`src/rtl/gpt_pkg.sv`:
```
package gpt_pkg;

  localparam int OFF_ID   = 'h08;
  localparam int OFF_CTRL = 'h10;
  localparam int OFF_RUN  = 'h18;
  localparam int OFF_RLD  = 'h20;
  localparam int OFF_CNT  = 'h28;
  localparam int OFF_IE   = 'hF4;
  localparam int OFF_STAT = 'hFC;
  localparam int PAIR_STRIDE = 'h20;
  localparam int HALF_STRIDE = 4;

  localparam int RUN_START = 0;
  localparam int RUN_STOP  = 1;
  localparam int RUN_LOAD  = 2;

  typedef enum logic [1:0] {
    EV_LEVEL = 2'd0,
    EV_RISE  = 2'd1,
    EV_FALL  = 2'd2,
    EV_BOTH  = 2'd3
  } ev_sel_t;

  // control bits 10:1 in positional order
  typedef struct packed {
    logic    lvl_force;
    logic    ext_clk;
    logic    sync_on;
    ev_sel_t ev_sel;
    logic    invert;
    logic    cascade;
    logic    oneshot;
    logic    cnt_mode;
    logic    up;
  } half_cfg_t;

  typedef struct packed {
    logic [31:0] nxt;
    logic        hit;
  } step_t;

  function automatic int half_addr(input int h, input int off);
    return off + PAIR_STRIDE * (h / 2) + HALF_STRIDE * (h % 2);
  endfunction

  function automatic step_t step_count(input logic [31:0] cur,
                                       input logic [31:0] rld,
                                       input logic up,
                                       input logic wide,
                                       input logic oneshot);
    step_t r;
    logic [31:0] lim;
    lim   = wide ? 32'hFFFF_FFFF : 32'h0000_FFFF;
    r.hit = up ? (cur == lim) : (cur == 32'h0);
    if (r.hit) r.nxt = oneshot ? cur : (rld & lim);
    else       r.nxt = (up ? cur + 32'd1 : cur - 32'd1) & lim;
    return r;
  endfunction

endpackage

```
`src/rtl/gpt_input_cond.sv`:
```
module gpt_input_cond
  import gpt_pkg::*;
(
  input  logic    clk,
  input  logic    rst,
  input  logic    ext_i,
  input  logic    sync_on,
  input  logic    invert,
  input  logic    lvl_force,
  input  ev_sel_t ev_sel,
  input  logic    ext_clk,
  input  logic    cnt_mode,
  output logic    tick_o
);
  logic s1, s2, prev, smp, rise, fall, evt;

  always_ff @(posedge clk) begin
    if (rst) begin
      s1   <= 1'b0;
      s2   <= 1'b0;
      prev <= 1'b0;
    end else begin
      s1   <= ext_i;
      s2   <= s1;
      prev <= smp;
    end
  end

  always_comb begin
    smp  = (sync_on ? s2 : ext_i) ^ invert;
    rise = smp & ~prev;
    fall = ~smp & prev;
    if (lvl_force || ev_sel == EV_LEVEL) evt = smp;
    else begin
      case (ev_sel)
        EV_RISE: evt = rise;
        EV_FALL: evt = fall;
        default: evt = rise | fall;
      endcase
    end
    tick_o = (!cnt_mode && !ext_clk) ? 1'b1 : evt;
  end
endmodule

```
`src/rtl/gpt_pair.sv`:
```
module gpt_pair
  import gpt_pkg::*;
(
  input  logic             clk,
  input  logic             rst,
  input  logic [1:0]       ctrl_we,
  input  logic [1:0]       run_we,
  input  logic [1:0]       rld_we,
  input  logic [31:0]      wdata,
  input  logic [1:0]       ext_i,
  output logic [1:0][10:0] ctrl_q,
  output logic [31:0]      cnt_a_q,
  output logic [15:0]      cnt_b_q,
  output logic [1:0]       en_q,
  output logic [1:0]       term_o
);
  half_cfg_t   cfg_a, cfg_b;
  logic [31:0] rld_a;
  logic [15:0] rld_b;
  logic [31:0] cnt;
  logic [1:0]  en, tick, cmd, fire;
  logic        casc;
  step_t       sa, sb;

  gpt_input_cond u_in_a (
    .clk(clk), .rst(rst), .ext_i(ext_i[0]), .sync_on(cfg_a.sync_on),
    .invert(cfg_a.invert), .lvl_force(cfg_a.lvl_force), .ev_sel(cfg_a.ev_sel),
    .ext_clk(cfg_a.ext_clk), .cnt_mode(cfg_a.cnt_mode), .tick_o(tick[0]));

  gpt_input_cond u_in_b (
    .clk(clk), .rst(rst), .ext_i(ext_i[1]), .sync_on(cfg_b.sync_on),
    .invert(cfg_b.invert), .lvl_force(cfg_b.lvl_force), .ev_sel(cfg_b.ev_sel),
    .ext_clk(cfg_b.ext_clk), .cnt_mode(cfg_b.cnt_mode), .tick_o(tick[1]));

  assign casc = cfg_a.cascade;

  always_comb begin
    sa = step_count(casc ? cnt : {16'h0, cnt[15:0]},
                    rld_a, cfg_a.up, casc, cfg_a.oneshot);
    sb = step_count({16'h0, cnt[31:16]}, {16'h0, rld_b},
                    cfg_b.up, 1'b0, cfg_b.oneshot);
    cmd[0]  = run_we[0] & (wdata[RUN_START] | wdata[RUN_STOP]);
    cmd[1]  = run_we[1] & (wdata[RUN_START] | wdata[RUN_STOP]);
    fire[0] = en[0] & tick[0] & ~cmd[0];
    fire[1] = ~casc & en[1] & tick[1] & ~cmd[1];
    term_o  = {fire[1] & sb.hit, fire[0] & sa.hit};
  end

  always_ff @(posedge clk) begin
    if (rst) begin
      cfg_a <= '0;
      cfg_b <= '0;
      rld_a <= '0;
      rld_b <= '0;
      cnt   <= '0;
      en    <= '0;
    end else begin
      if (ctrl_we[0]) cfg_a <= half_cfg_t'(wdata[10:1]);
      if (ctrl_we[1]) cfg_b <= half_cfg_t'(wdata[10:1] & ~10'h008);
      if (rld_we[0])  rld_a <= wdata;
      if (rld_we[1])  rld_b <= wdata[15:0];

      // A half, drives the whole pair when cascaded
      if (run_we[0] && wdata[RUN_STOP]) en[0] <= 1'b0;
      else if (run_we[0] && wdata[RUN_START]) begin
        en[0] <= 1'b1;
        if (wdata[RUN_LOAD]) begin
          cnt[15:0] <= rld_a[15:0];
          if (casc) cnt[31:16] <= rld_a[31:16];
        end
      end else if (fire[0]) begin
        if (casc) cnt <= sa.nxt;
        else      cnt[15:0] <= sa.nxt[15:0];
        if (sa.hit && cfg_a.oneshot) en[0] <= 1'b0;
      end

      // B half, idle while cascaded
      if (!casc) begin
        if (run_we[1] && wdata[RUN_STOP]) en[1] <= 1'b0;
        else if (run_we[1] && wdata[RUN_START]) begin
          en[1] <= 1'b1;
          if (wdata[RUN_LOAD]) cnt[31:16] <= rld_b;
        end else if (fire[1]) begin
          cnt[31:16] <= sb.nxt[15:0];
          if (sb.hit && cfg_b.oneshot) en[1] <= 1'b0;
        end
      end
    end
  end

  assign ctrl_q[0] = {cfg_a, en[0]};
  assign ctrl_q[1] = {cfg_b, en[1]};
  assign cnt_a_q   = casc ? cnt : {16'h0, cnt[15:0]};
  assign cnt_b_q   = cnt[31:16];
  assign en_q      = en;
endmodule

```
`src/rtl/gp_timer_unit.sv`:
```
module gp_timer_unit
  import gpt_pkg::*;
#(
  parameter int       NUM_PAIRS = 2,
  parameter int       ADDR_W    = 8,
  parameter bit [7:0] MODULE_ID = 8'h5A
) (
  input  logic                   clk,
  input  logic                   rst,
  input  logic [ADDR_W-1:0]      bus_addr,
  input  logic                   bus_we,
  input  logic [31:0]            bus_wdata,
  output logic [31:0]            bus_rdata,
  input  logic [2*NUM_PAIRS-1:0] ext_in,
  output logic [2*NUM_PAIRS-1:0] irq_o
);
  localparam int NH = 2 * NUM_PAIRS;

  logic [NH-1:0] ctrl_we, run_we, rld_we, en_vec, term_vec, pending, irq_en;
  logic [10:0]   ctrl_r [NH];
  logic [31:0]   cnt_r  [NH];
  logic          ie_we, stat_we;
  logic [31:0]   rmux;

  always_comb begin
    ie_we   = bus_we && bus_addr == ADDR_W'(OFF_IE);
    stat_we = bus_we && bus_addr == ADDR_W'(OFF_STAT);
    for (int i = 0; i < NH; i++) begin
      ctrl_we[i] = bus_we && bus_addr == ADDR_W'(half_addr(i, OFF_CTRL));
      run_we[i]  = bus_we && bus_addr == ADDR_W'(half_addr(i, OFF_RUN));
      rld_we[i]  = bus_we && bus_addr == ADDR_W'(half_addr(i, OFF_RLD));
    end
  end

  for (genvar p = 0; p < NUM_PAIRS; p++) begin : g_pair
    logic [1:0][10:0] cq;
    logic [31:0]      ca;
    logic [15:0]      cb;
    gpt_pair u_pair (
      .clk(clk), .rst(rst),
      .ctrl_we(ctrl_we[2*p+1:2*p]), .run_we(run_we[2*p+1:2*p]),
      .rld_we(rld_we[2*p+1:2*p]), .wdata(bus_wdata),
      .ext_i(ext_in[2*p+1:2*p]), .ctrl_q(cq), .cnt_a_q(ca), .cnt_b_q(cb),
      .en_q(en_vec[2*p+1:2*p]), .term_o(term_vec[2*p+1:2*p]));
    assign ctrl_r[2*p]   = cq[0];
    assign ctrl_r[2*p+1] = cq[1];
    assign cnt_r[2*p]    = ca;
    assign cnt_r[2*p+1]  = {16'h0, cb};
  end

  always_ff @(posedge clk) begin
    if (rst) begin
      pending <= '0;
      irq_en  <= '0;
      irq_o   <= '0;
    end else begin
      pending <= (pending & ~(stat_we ? bus_wdata[NH-1:0] : '0)) | term_vec;
      if (ie_we) irq_en <= bus_wdata[NH-1:0];
      irq_o <= pending & irq_en;
    end
  end

  always_comb begin
    rmux = '0;
    if (bus_addr == ADDR_W'(OFF_ID))
      rmux = {16'h0, MODULE_ID, 3'(NUM_PAIRS), 5'h0};
    if (bus_addr == ADDR_W'(OFF_IE))   rmux = 32'(irq_en);
    if (bus_addr == ADDR_W'(OFF_STAT)) rmux = 32'(pending);
    for (int i = 0; i < NH; i++) begin
      if (bus_addr == ADDR_W'(half_addr(i, OFF_CTRL))) rmux = {21'h0, ctrl_r[i]};
      if (bus_addr == ADDR_W'(half_addr(i, OFF_CNT)))  rmux = cnt_r[i];
    end
  end

  always_ff @(posedge clk) begin
    if (rst) bus_rdata <= '0;
    else     bus_rdata <= rmux;
  end
endmodule

```
`config.mk`:
```
export PLATFORM = sky130hd
export DESIGN_NAME = gp_timer_unit
export DESIGN_NICKNAME = d
export VERILOG_FILES = /design/src/rtl/gpt_pkg.sv /design/src/rtl/gpt_input_cond.sv /design/src/rtl/gpt_pair.sv /design/src/rtl/gp_timer_unit.sv
export SDC_FILE = /design/constraint.sdc
export NUM_CORES = 1
export LEC_CHECK = 0
export CAP_MARGIN = 30
export CORE_UTILIZATION = 35
export CTS_CLUSTER_SIZE = 24
export DETAILED_ROUTE_END_ITERATION = 10
export GPL_TIMING_DRIVEN = 0
export PLACE_DENSITY = 0.49
export SYNTH_ARGS = -nofsm -noshare
export SYNTH_HDL_FRONTEND = slang
export SYNTH_SLANG_ARGS = --single-unit
export TNS_END_PERCENT = 100
```
`constraint.sdc`:
```
create_clock -name clk -period 8.95 [get_ports clk]
set_input_delay 1.3425 -clock clk [delete_from_list [all_inputs] [get_ports clk]]
set_output_delay 1.3425 -clock clk [all_outputs]
set_load 0.005 [all_outputs]
```
==> metrics, run 1 <==
status=finished clean; vias=20600; clock network power share=0.562; average cell area after synthesis=7.48 µm²; r2r endpoint=g_pair[1].u_pair.cnt[20]; GRT Residual Overflow=0; GPL Wtd Cong=1.03; number of global-route vias before repair=18900; Post-CTS Resized=0; critical path capture point type=flip-flop; CTS Buf Count=34; critical path arrival=5.79 ns; leak pwr=7.81 nW; WL/cell=27.5 µm; Comb power frac=0.050; Final Net Count=2758; critical path type=reg -> reg; Post-Route Utilization=0.411; CTS tree=built; Final Setup Violations=0; Ys Warns=0; path depth of the worst reg2reg path=15; Slew Viols, Final=0; Boundary Pins=83; non-filler cells, final=3316; Area Growth Syn to Fin=16.1%; f_max=187 MHz; TritonRoute pass-1 iters=8; FF-to-FF setup slack=3.59 ns; Tmin final=5.36 ns; unrepaired setup endpoints after global routing=false; worst-case clock buffer depth=3; CP max FO=10; final non-filler cell area=21600 µm²; max-cap violation count=0; Syn Nets=2648; worst min-delay path category=reg -> reg; CP required=9.38 ns; Cell Rows=84; P per Cell Area=138 nW/µm²; dominant cell by count in the synthesized netlist=nand2_1; cts hold-fix bufs=0; share of power burned in registers=0.388; fin crit share=0.599; Cells after Synth=2489; hold path endpoint=g_pair[1].u_pair.u_in_a.s2; first-pass GRT wire length=131000 µm; count of final hold-check violations=0; Die Y=233 µm; Post-synth EDFFs=0; Routed Antenna Nets=0; largest cells by area after synthesis=dfxtp_1 28%, a21oi_1 7.7%, ha_1 7.3%; die footprint=54200 µm²; Fillers=5522; switching power=0.724 mW; layout cells sized above 1=0.0476; Max Clock Skew=0.0206 ns; post-synth top area cell=dfxtp_1; Sw Ratio=0.243; Hold Crit Start=g_pair[1].u_pair.u_in_a.s1; Slew @ Worst Pin=1.06 ns; Reg clk slew, reported paths=0.07 ns; Die X=233 µm; Vias/cell=6.22; crit start category=flip-flop; initial antenna violation count=5; clock sinks=258; Fin Setup TNS=0 ns; Synth Register Bits=258; hold path depth=1; r2r startpoint=g_pair[1].u_pair.casc; post-DP HPWL=70000 µm; largest net degree at the start of global routing=20; relative slew slack=0.286; cell-internal power=2.25 mW; ys async rst share=0; H-tree depth=2; Port Buf Inserts=69; Synth top area share=0.277; sequential fraction of the synthesis area=0.277; Setup Buffers After CTS=0; Placed Area=20300 µm²; Mapped Area=18600 µm²; DP Cell Count=3251; Synth cell types=89; DRC=0; clk_lat worst skew=0.57 ns; core area=52600 µm²; Post-synth top cells=358 x nand2_1, 287 x a21oi_1, 258 x dfxtp_1; aggregate routed wire length=91400 µm; starting DRC count in detailed routing=2376; VDD IR max=0.000111 V; root buf cell=clkbuf_16; starting density of the core=0.355; Post-synth top flop=dfxtp_1; total track usage=0.331
-- power by group through the flow --
stage	Sequential [mW]	Clock, mW	Combinational, mW
6_report	1.15	1.67	0.149
5_1_grt	1.15	1.73	0.154
4_1_cts	1.15	1.68	0.144
3_5_place_dp	1.18	0	0.144
3_3_place_gp	1.18	0	0.142
2_1_floorplan	1.18	0	0.0680
-- routing by layer --
metal  routed length, µm  vias up  global-route usage  share of wire
met1               40600     9937               0.465           0.44
met5                  13        -                   0        0.00014
met4                4080        2               0.141          0.045
li1                    -     9382                   -              -
met3                8160      217              0.0563          0.089
met2               38500     1085               0.494           0.42
-- kinds of logic (layout without fill, tap and decap cells) --
group	count (synthesis)	after routing	share of synthesized area
flip-flops	258	258	0.277
multiplexers	105	105	0.0568
AO/OA/AOI/OAI	818	818	0.281
AND/OR/NAND/NOR	911	911	0.226
adder cells (fa/ha/maj)	112	112	0.0768
other	0	4	0
XOR/XNOR	80	80	0.0376
buffers and inverters	205	340	0.0437
-- per-stage QoR --
stage / hold slack (ns) / power (mW) / setup WS, ns
2_1_floorplan: 0.414 / 1.25 / 5.08
3_3_place_gp: 0.418 / 1.32 / 3.54
4_1_cts: 0.444 / 2.98 / 3.76
5_1_grt: 0.458 / 3.03 / 3.49
3_5_place_dp: 0.428 / 1.32 / 3.57
6_report: 0.441 / 2.98 / 3.59
-- worst max-delay path, cell delays in order, from the launching register on --
cell	delay (ns)
dfxtp_1	0.30
buf_2	0.26
clkbuf_1	0.56
clkbuf_1	0.56
clkbuf_1	0.67
and2_1	0.24
ha_1	0.12
clkbuf_1	0.29
and4_1	0.42
nand4_1	0.14
o21ai_0	0.63
xnor2_1	0.30
o211ai_1	0.29
nand3_1	0.10
a221oi_1	0.26
nor2_1	0.07
-- cell usage in the layout, fill, tap and decap left out, types with 47 or more instances in the layout --
cell type,Yosys,routed
a211oi_1,68,68
inv_1,48,48
mux2i_1,100,100
ha_1,108,108
dfxtp_1,258,258
clkdlybuf4s50_1,0,69
o21ai_0,135,135
nor2_1,243,243
nor3_1,47,47
a21oi_1,287,287
clkbuf_1,135,135
nand2_1,358,358
-- area by class of cell --
type / count / area (µm²) / area share
Antenna cell: 4 / 10.0 / 0.000463
Clock inverter: 23 / 439 / 0.0203
Tap cell: 688 / 861 / 0.0398
Sequential cell: 258 / 5160 / 0.239
Clock buffer: 38 / 906 / 0.0419
Multi-Input combinational cell: 2026 / 12700 / 0.585
Buffer: 156 / 629 / 0.0291
Timing Repair Buffer: 74 / 777 / 0.0359
Inverter: 49 / 184 / 0.00851
-- worst max-delay path by stage --
stage | from | to | slack (ns) | depth (start not counted)
final | g_pair[1].u_pair.casc | g_pair[1].u_pair.cnt[20] | 3.59 | 15
after global routing | g_pair[1].u_pair.casc | g_pair[1].u_pair.cnt[20] | 3.49 | 15
after CTS | g_pair[1].u_pair.casc | g_pair[1].u_pair.cnt[20] | 3.76 | 15
after detailed placement | ext_in[3] | g_pair[1].u_pair.cnt[25] | 3.57 | 15
after global placement | ext_in[3] | g_pair[1].u_pair.cnt[25] | 3.54 | 15
after floorplan | ext_in[2] | g_pair[1].u_pair.cnt[31] | 5.08 | 14
-- registers in the layout, indices dropped and copies added (netlist names) --
| name | flops |
|---|---|
| g_pair.u_pair.cnt | 64 |
| irq_o | 4 |
| g_pair.u_pair.u_in_a.s2 | 2 |
| g_pair.u_pair.u_in_b.prev | 2 |
| g_pair.u_pair.u_in_b.s2 | 2 |
| irq_en | 4 |
| bus_rdata | 32 |
| g_pair.u_pair.casc | 2 |
| g_pair.u_pair.ctrl_q | 36 |
| g_pair.u_pair.u_in_a.s1 | 2 |
| g_pair.u_pair.u_in_b.s1 | 2 |
| pending | 4 |
| g_pair.u_pair.rld_b | 32 |
| g_pair.u_pair.en_q | 4 |
| g_pair.u_pair.u_in_a.prev | 2 |
| g_pair.u_pair.rld_a | 64 |
No activity file was read; power rests on OpenSTA's default activity.
==> inputs of run 2 (changes only) <==
--- a/config.mk
+++ b/config.mk
@@ -10,7 +10,7 @@
 export CTS_CLUSTER_SIZE = 24
 export DETAILED_ROUTE_END_ITERATION = 10
 export GPL_TIMING_DRIVEN = 0
-export PLACE_DENSITY = 0.49
+export PLACE_DENSITY = 0.51
 export SYNTH_ARGS = -nofsm -noshare
 export SYNTH_HDL_FRONTEND = slang
 export SYNTH_SLANG_ARGS = --single-unit
==> constraint.sdc (replaced) <==
create_clock -name clk -period 4.4 [get_ports clk]
set_input_delay 0.66 -clock clk [delete_from_list [all_inputs] [get_ports clk]]
set_output_delay 0.66 -clock clk [all_outputs]
set_load 0.005 [all_outputs]
==> run 2 against run 1 <==
Register-to-register slack worse by 3.4 ns. Highest routed layer unchanged. Via count up 0.82%. Core utilization barely moved. Global-route usage is 1.0 points higher. Hold slack worse by 0.0011 ns. Non-clock buffer count rose by 7.
==> metrics, run 2 (synthesis gave the netlist of run 1 again) <==
f_max=233 MHz; fin crit share=0.975; P per Cell Area=261 nW/µm²; clk_lat worst skew=0.56 ns; post-DP HPWL=71900 µm; Die Y=233 µm; critical path type=in -> reg; relative slew slack=0.265; worst-path cell chain=clkdlybuf4s50_1 > nand2_1 > or3_1 > buf_6 > nor4_2 > nand2_1 > nor2_1 > a221oi_1 > a41oi_1 > o21a_1; Max Clock Skew=0.0137 ns; cts hold-fix bufs=0; CTS tree=built; H-tree depth=2; max-cap violation count=0; GRT Residual Overflow=0; most used cell, CP=nand2_1; Crit-path slowest cell=nor4_2; aggregate routed wire length=94200 µm; vias=20800; CTS Buf Count=34; GPL Wtd Cong=1.03; Port Buf Inserts=69; unrepaired setup endpoints after global routing=false; CP max FO=9; largest net degree at the start of global routing=23; CP required=4.90 ns; WL/cell=28.4 µm; starting density of the core=0.355; worst stage delay on the critical path=0.80 ns; DRC=0; clock sinks=258; die footprint=54200 µm²; Boundary Pins=83; Reg clk slew, reported paths=0.06 ns; worst min-delay path category=reg -> reg; Die X=233 µm; Cell Rows=84; Vias/cell=6.26; Slew @ Worst Pin=1.09 ns; total track usage=0.341; worst-case clock buffer depth=3; Final Setup Violations=0; status=finished clean; crit start category=primary input; layout cells sized above 1=0.0570; critical path arrival=4.79 ns; count of final hold-check violations=0; core area=52600 µm²; starting DRC count in detailed routing=2309; Routed Antenna Nets=0; first-pass GRT wire length=134000 µm; final setup margin=0.111 ns; Slew Viols, Final=0; number of global-route vias before repair=19400; Area Growth Syn to Fin=16.1%; commonest non-fill, non-tap cell in the layout=nand2_1; FF-to-FF setup slack=0.15 ns; commonest cells after routing, fill and taps aside=358 x nand2_1, 286 x a21oi_1, 256 x dfxtp_1, 243 x nor2_1, 132 x o21ai_0; initial antenna violation count=3; TritonRoute pass-1 iters=6; pre-CTS setup slack=-0.695 ns; VDD IR max=0.000212 V; root buf cell=clkbuf_16; critical path capture point type=flip-flop; leak pwr=7.81 nW; Final Net Count=2765; Hold WS=0.440 ns; Tmin final=4.29 ns
## run 2: changes by cell type in the layout (fill, tap and decap cells not counted), sizes merged
cell,before,now
diode,4,2
buf,26,35
bufinv,11,3
clkdlybuf4s15,0,1
inv,51,48
clkbuf,173,177
clkinvlp,3,8
clkinv,7,5
## run 2: worst paths after layout
| kind | start | endpoint | depth (start not counted) |
|---|---|---|---|
| setup reg to reg | g_pair[1].u_pair.casc | g_pair[1].u_pair.cnt[25] | 16 |
| hold / removal | g_pair[1].u_pair.u_in_b.s1 | g_pair[1].u_pair.u_in_b.s2 | 1 |
| setup / recovery | bus_addr[5] | g_pair[1].u_pair.cnt[21] | 10 |
| hold reg to reg | g_pair[1].u_pair.u_in_b.s1 | g_pair[1].u_pair.u_in_b.s2 | 1 |
## run 2: critical path: cells and delay by family
family	cells	cell delay [ns]
buffers and inverters	2	0.86
AND/OR/NAND/NOR	5	2.51
AO/OA/AOI/OAI	3	0.73
## run 2: power by group
group	switching [mW]	internal (mW)	leakage (nW)	total [mW]
sequential	0.00595	2.34	2.08	2.35
combinational	0.227	0.0856	5.16	0.313
clock	1.20	1.78	0.569	2.98
total	1.44	4.21	7.81	5.65
## run 2: per-stage QoR
stage	setup TNS (ns)	power, mW	area (µm²)	cells	utilization
finish	0	5.65	21600	3320	0.411
global route	0	5.78	21600	3318	0.411
CTS	0	5.67	21500	3313	0.409
detailed placement	-11.23	2.70	20300	3252	0.386
global placement	-15.37	2.70	20200	3246	0.384
floorplan	0	2.54	18600	2489	-
## run 2: layout make-up
type	count	area, µm²
inverters	49	195
plain buffers	154	641
clock buffers	45	993
diodes	2	5.00
repair buffers	83	871
well taps	688	861
multi-input cells	2026	12700
fillers	5575	30900
clock inverters	15	185
flip-flops and latches	258	5170
## run 2: repair_timing
item | CTS | global route
buffers inserted | 2 | 6
setup endpoints to repair | 18 | 24
resized for setup | 12 | 16
## run 2: routing by layer
metal  vias to the layer above  GRT usage  share of wire
li1                       9400          -              -
met5                         -          0        0.00012
met2                      1072      0.515           0.43
met3                       244     0.0616          0.084
met4                         2      0.149          0.047
met1                     10100      0.471           0.44
